## config.mk

```make
export PLATFORM = sky130hd
export DESIGN_NAME = vprec_trunc_mul
export DESIGN_NICKNAME = d
export VERILOG_FILES = /design/src/rtl/vprec_pkg.sv /design/src/rtl/vprec_cfg.sv /design/src/rtl/vprec_col_mask.sv /design/src/rtl/vprec_trunc_array.sv /design/src/rtl/vprec_trunc_mul.sv
export SDC_FILE = /design/constraint.sdc
export NUM_CORES = 1
export LEC_CHECK = 0
export BUFFER_PORTS_ARGS = -buffer_cell sky130_fd_sc_hd__buf_2
export CORE_ASPECT_RATIO = 1.5
export CORE_MARGIN = 8
export CORE_UTILIZATION = 55
export CTS_BUF_LIST = sky130_fd_sc_hd__clkbuf_4 sky130_fd_sc_hd__clkbuf_8
export CTS_CLUSTER_SIZE = 14
export DETAILED_ROUTE_END_ITERATION = 7
export PLACE_DENSITY = 0.73
export SYNTH_ARGS = -nofsm -noshare
export SYNTH_HDL_FRONTEND = slang
export SYNTH_SLANG_ARGS = --single-unit
```

## constraint.sdc

```tcl
create_clock -name clk -period 9.58 [get_ports clk]
set_input_delay 0.958 -clock clk [delete_from_list [all_inputs] [get_ports clk]]
set_output_delay 0.958 -clock clk [all_outputs]
set_load 0.1 [all_outputs]
```

## src/rtl/vprec_pkg.sv

```systemverilog
package vprec_pkg;

    // Clamp a requested precision into [lo, hi].
    function automatic int unsigned clamp_prec(input int unsigned req,
                                               input int unsigned lo,
                                               input int unsigned hi);
        if (req < lo) return lo;
        if (req > hi) return hi;
        return req;
    endfunction

endpackage

```

## src/rtl/vprec_cfg.sv

```systemverilog
module vprec_cfg
    import vprec_pkg::*;
#(
    parameter int W     = 24,
    parameter int CW    = 8,
    parameter int PMIN  = 8,
    parameter int PRW   = $clog2(W + 1),
    parameter int THRW  = $clog2(2 * W)
) (
    input  logic            clk,
    input  logic            rst_n,
    input  logic            cfg_we,
    input  logic [PRW-1:0]  cfg_prec,
    input  logic [CW-1:0]   cfg_corr,
    output logic [PRW-1:0]  prec_q,
    output logic [CW-1:0]   corr_q,
    output logic [THRW-1:0] keep_from
);

    logic [PRW-1:0] prec_eff;

    always_comb begin
        prec_eff = PRW'(clamp_prec(int'(cfg_prec), PMIN, W));
    end

    always_ff @(posedge clk or negedge rst_n) begin
        if (!rst_n) begin
            prec_q <= PRW'(W);
            corr_q <= '0;
        end else if (cfg_we) begin
            prec_q <= prec_eff;
            corr_q <= cfg_corr;
        end
    end

    // The lowest product column that stays on is 2W-1-p.
    always_comb begin
        keep_from = THRW'(2 * W - 1) - THRW'(prec_q);
    end

endmodule

```

## src/rtl/vprec_col_mask.sv

```systemverilog
module vprec_col_mask #(
    parameter int W    = 24,
    parameter int THRW = $clog2(2 * W)
) (
    input  logic [THRW-1:0] keep_from,
    output logic [2*W-1:0]  col_on
);

    localparam int PW    = 2 * W;
    localparam int BUILT = W - 1;

    for (genvar k = 0; k < PW; k++) begin : g_col
        if (k < BUILT) begin : g_absent
            assign col_on[k] = 1'b0;
        end else begin : g_gated
            assign col_on[k] = (THRW'(k) >= keep_from);
        end
    end

endmodule

```

## src/rtl/vprec_trunc_array.sv

```systemverilog
module vprec_trunc_array #(
    parameter int W  = 24,
    parameter int CW = 8
) (
    input  logic [W-1:0]   op_a,
    input  logic [W-1:0]   op_b,
    input  logic [2*W-1:0] col_on,
    input  logic [CW-1:0]  corr,
    output logic [W-1:0]   prod_hi
);

    localparam int PW    = 2 * W;
    localparam int BUILT = W - 1;

    logic [PW-1:0] rows [W];
    logic [PW-1:0] acc;

    // Partial-product bits exist only in columns BUILT and above.
    for (genvar j = 0; j < W; j++) begin : g_row
        for (genvar k = 0; k < PW; k++) begin : g_bit
            if ((k >= BUILT) && (k - j >= 0) && (k - j < W)) begin : g_pp
                assign rows[j][k] = op_a[k-j] & op_b[j] & col_on[k];
            end else begin : g_zero
                assign rows[j][k] = 1'b0;
            end
        end
    end

    always_comb begin
        acc = PW'({corr, {BUILT{1'b0}}});
        for (int j = 0; j < W; j++) begin
            acc = acc + rows[j];
        end
        prod_hi = acc[PW-1:W];
    end

endmodule

```

## src/rtl/vprec_trunc_mul.sv

```systemverilog
module vprec_trunc_mul #(
    parameter int W    = 24,
    parameter int CW   = 8,
    parameter int PMIN = 8,
    parameter int PRW  = $clog2(W + 1)
) (
    input  logic           clk,
    input  logic           rst_n,
    input  logic           cfg_we,
    input  logic [PRW-1:0] cfg_prec,
    input  logic [CW-1:0]  cfg_corr,
    input  logic           in_valid,
    input  logic [W-1:0]   in_a,
    input  logic [W-1:0]   in_b,
    output logic           out_valid,
    output logic [W-1:0]   out_prod
);

    localparam int PW   = 2 * W;
    localparam int THRW = $clog2(PW);

    logic [PRW-1:0]  prec_q;
    logic [CW-1:0]   corr_q;
    logic [THRW-1:0] keep_from;
    logic [PW-1:0]   col_on;

    logic            s1_valid;
    logic [W-1:0]    s1_a;
    logic [W-1:0]    s1_b;
    logic [PW-1:0]   s1_col_on;
    logic [CW-1:0]   s1_corr;
    logic [W-1:0]    prod_hi;

    vprec_cfg #(.W(W), .CW(CW), .PMIN(PMIN), .PRW(PRW), .THRW(THRW)) u_cfg (
        .clk       (clk),
        .rst_n     (rst_n),
        .cfg_we    (cfg_we),
        .cfg_prec  (cfg_prec),
        .cfg_corr  (cfg_corr),
        .prec_q    (prec_q),
        .corr_q    (corr_q),
        .keep_from (keep_from)
    );

    vprec_col_mask #(.W(W), .THRW(THRW)) u_mask (
        .keep_from (keep_from),
        .col_on    (col_on)
    );

    // Operand stage: the settings in force at this edge travel with the pair.
    always_ff @(posedge clk or negedge rst_n) begin
        if (!rst_n) begin
            s1_valid  <= 1'b0;
            s1_a      <= '0;
            s1_b      <= '0;
            s1_col_on <= '0;
            s1_corr   <= '0;
        end else begin
            s1_valid <= in_valid;
            if (in_valid) begin
                s1_a      <= in_a;
                s1_b      <= in_b;
                s1_col_on <= col_on;
                s1_corr   <= corr_q;
            end
        end
    end

    vprec_trunc_array #(.W(W), .CW(CW)) u_array (
        .op_a    (s1_a),
        .op_b    (s1_b),
        .col_on  (s1_col_on),
        .corr    (s1_corr),
        .prod_hi (prod_hi)
    );

    // Result stage.
    always_ff @(posedge clk or negedge rst_n) begin
        if (!rst_n) begin
            out_valid <= 1'b0;
            out_prod  <= '0;
        end else begin
            out_valid <= s1_valid;
            if (s1_valid) begin
                out_prod <= prod_hi;
            end
        end
    end

endmodule


```

==> impl_metrics.json <==
{
  "status": "finished clean",
  "drtIter0Drc": 875,
  "dieArea_mm2": 0.0326,
  "period_minus_slack_ps": 7600,
  "avgRoutedWirePerCell_um": 20.6,
  "post-synth-top-count-cell": "inv_1",
  "cp-end-kind": "flip-flop",
  "cts_inserted_buffers": 17,
  "synth_area_leader_cell": "fa_1",
  "fmax_ghz": 0.132,
  "setup_viol": 0,
  "clk_path_buf_depth": 2,
  "clkTransAtPathRegs_ps": 90,
  "worstPathMaxFanout": 25,
  "dr_total_vias": 11289,
  "area_growth_pct": 6.55,
  "async_reset_ff_share_pct": 100,
  "antenna_found_initial": 1,
  "cts_setup_buffers": 0,
  "drive_gt1_share_pct": 14.5,
  "slew_viol_final": 0,
  "dpl.hpwl_um": 29600,
  "critPathLaunch": "s1_a[23]$_DFFE_PN0P_",
  "cp_data_required_time_ps": 10010,
  "initial_utilization_pct": 56.0,
  "hold_path_class": "in2async",
  "routed_wirelength_um": 38100,
  "track_usage_pct": 24.8,
  "htree_num_levels": 4,
  "place_ws_ps": 2040,
  "grt_pass1_vias": 12170,
  "grt_max_degree": 90,
  "gr-total-overflow": 0,
  "num_rows": 73,
  "synth_commonest_cells": "inv_1, fa_1, nand3_1",
  "grt_pass1_wl_um": 62800,
  "core_mm2": 0.0265,
  "synth_top_area_share_pct": 35.0,
  "rsz0062_at_grt": "false",
  "synthCells": 1487,
  "synth_simple_gate_area_share_pct": 14.9,
  "setup_ws_ps": 1980,
  "fin_tns_setup_ps": 0,
  "io_pins": 90,
  "fill_cells": 2310,
  "syn_area_mm2": 0.0148,
  "arrival_ps": 8040,
  "synth.area.mux_share_pct": 6.07,
  "avgSynthCellArea_um2": 9.97,
  "synth_nets": 1910,
  "cts_tree": "yes",
  "cts_resized": 0,
  "finish.net_count": 1920,
  "firstDrtPassIters": 6,
  "whs_ps": 457,
  "seq_area_frac_synth_pct": 20.1,
  "max-cap-violations": 0,
  "synth_compound_area_share_pct": 4.59,
  "root_buffer": "clkbuf_8",
  "synth_edf_count": 0,
  "finalHoldViolations": 0,
  "yosys.cell_types.count": 53,
  "clock_sinks": 119,
  "drc": 0,
  "ys_ff_latch": 119,
  "synthAdderAreaFrac_pct": 43.3,
  "yosys-top-cells-area": "fa_1, dfrtp_1, ha_1",
  "die_w_um": 150,
  "final_antenna_net_count": 0,
  "viasPerCell": 6.11,
  "insertion_delay_ps": 530,
  "synth_flop_cell": "dfrtp_1",
  "gp_congestion": 0.900,
  "yosys_warnings": 0,
  "port_buffers": 89,
  "critPathLaunchType": "flip-flop",
  "synth_top_family_by_area": "adder cells",
  "synth_xor_area_share_pct": 1.42,
  "dieHeight_um": 217,
  "relSlewSlack_pct": 29.4,
  "r2r_start": "s1_a[23]$_DFFE_PN0P_",
  "worstMarginPinSlew_ps": 1060,
  "fin_crit_sh_pct": 79.3,
  "path_class": "reg2reg",
  "fin_skew_ps": 31.4,
  "postCtsHoldBufs": 0
}
-- metal layers --
metal | global-route usage [%] | vias to the layer above | wire length [µm] | share of wire (%)
li1 | - | 4831 | - | -
met1 | 25.9 | 5818 | 12300 | 32
met2 | 44.3 | 480 | 21400 | 56
met3 | 4.22 | 160 | 1870 | 4.9
met4 | 17.5 | 0 | 2550 | 6.7
met5 | 0 | - | 0 | 0
-- cell families (layout without fill, tap and decap cells) --
group           Yosys count  count (layout)
buf+inv                 378             401
simple gates            423             423
xor+xnor                 24              24
compound gates          105             105
fa+ha+maj               358             358
flops                   119             119
mux                      80              80
other cells               0               1
-- placed cells by master, fill, tap and decap left out, drive strengths merged, types with 5 or more instances in the layout --
cell / count
inv: 276
mux2: 79
dfrtp: 117
a31oi: 15
o211ai: 5
xnor2: 15
o21ai: 25
nor2: 35
a21oi: 28
ha: 99
nand2: 40
nand3: 210
and3: 110
nand2b: 7
fa: 259
xor2: 9
nand4: 9
buf: 95
clkbuf: 22
-- worst max-delay path, stage by stage (launching register included) --
cell,delay [ps]
dfrtp_1,940
and3_1,320
ha_1,180
and4_1,280
nand3_1,120
xnor2_1,170
fa_1,540
inv_1,50
fa_1,520
fa_1,530
fa_1,590
fa_1,540
fa_1,550
inv_1,60
fa_1,480
ha_1,380
o211ai_1,190
a21oi_1,100
o21ai_2,310
a21oi_1,160
o31a_1,300
o31ai_1,180
-- layout make-up --
cell class	instances	area (µm²)	area share (%)
sequential	119	2980	18.9
antenna	1	2.50	0.0158
inverter	274	1030	6.51
tap	337	422	2.67
clock inverter	10	168	1.06
multi-input combinational	990	10400	65.9
timing repair buffer	95	495	3.14
clock buffer	22	284	1.80
-- worst paths after layout --
kind	slack [ps]	cells past startpoint	to
hold / removal	460	1	out_prod[16]$_DFFE_PN0P_
min in group clk	480	2	out_prod[1]$_DFFE_PN0P_
setup / recovery	1980	21	out_prod[22]$_DFFE_PN0P_
setup reg to reg	1980	21	out_prod[22]$_DFFE_PN0P_
max in group asynchronous	7730	2	s1_col_on[23]$_DFFE_PN0P_
hold reg to reg	480	2	out_prod[1]$_DFFE_PN0P_
-- flip-flops by register name (all words and copies together), names as in the netlist, 5 cells and up --
signal / cells
out_prod: 24
s1_a: 24
s1_b: 24
s1_col_on: 24
s1_corr: 8
u_cfg.corr_q: 8
u_cfg.prec_q: 5
-- stage by stage --
stage          instance area [µm²]  instances  util [%]
2_1_floorplan                14800       1487         -
3_3_place_gp                 15300       1815      57.9
3_5_place_dp                 15300       1815      57.9
4_1_cts                      15800       1847      59.6
5_1_grt                      15800       1848      59.6
6_report                     15800       1848      59.6
Power is left out: the tool's default activity adds up to more than one toggle a clock period on the data nets, which glitch-free logic cannot reach.
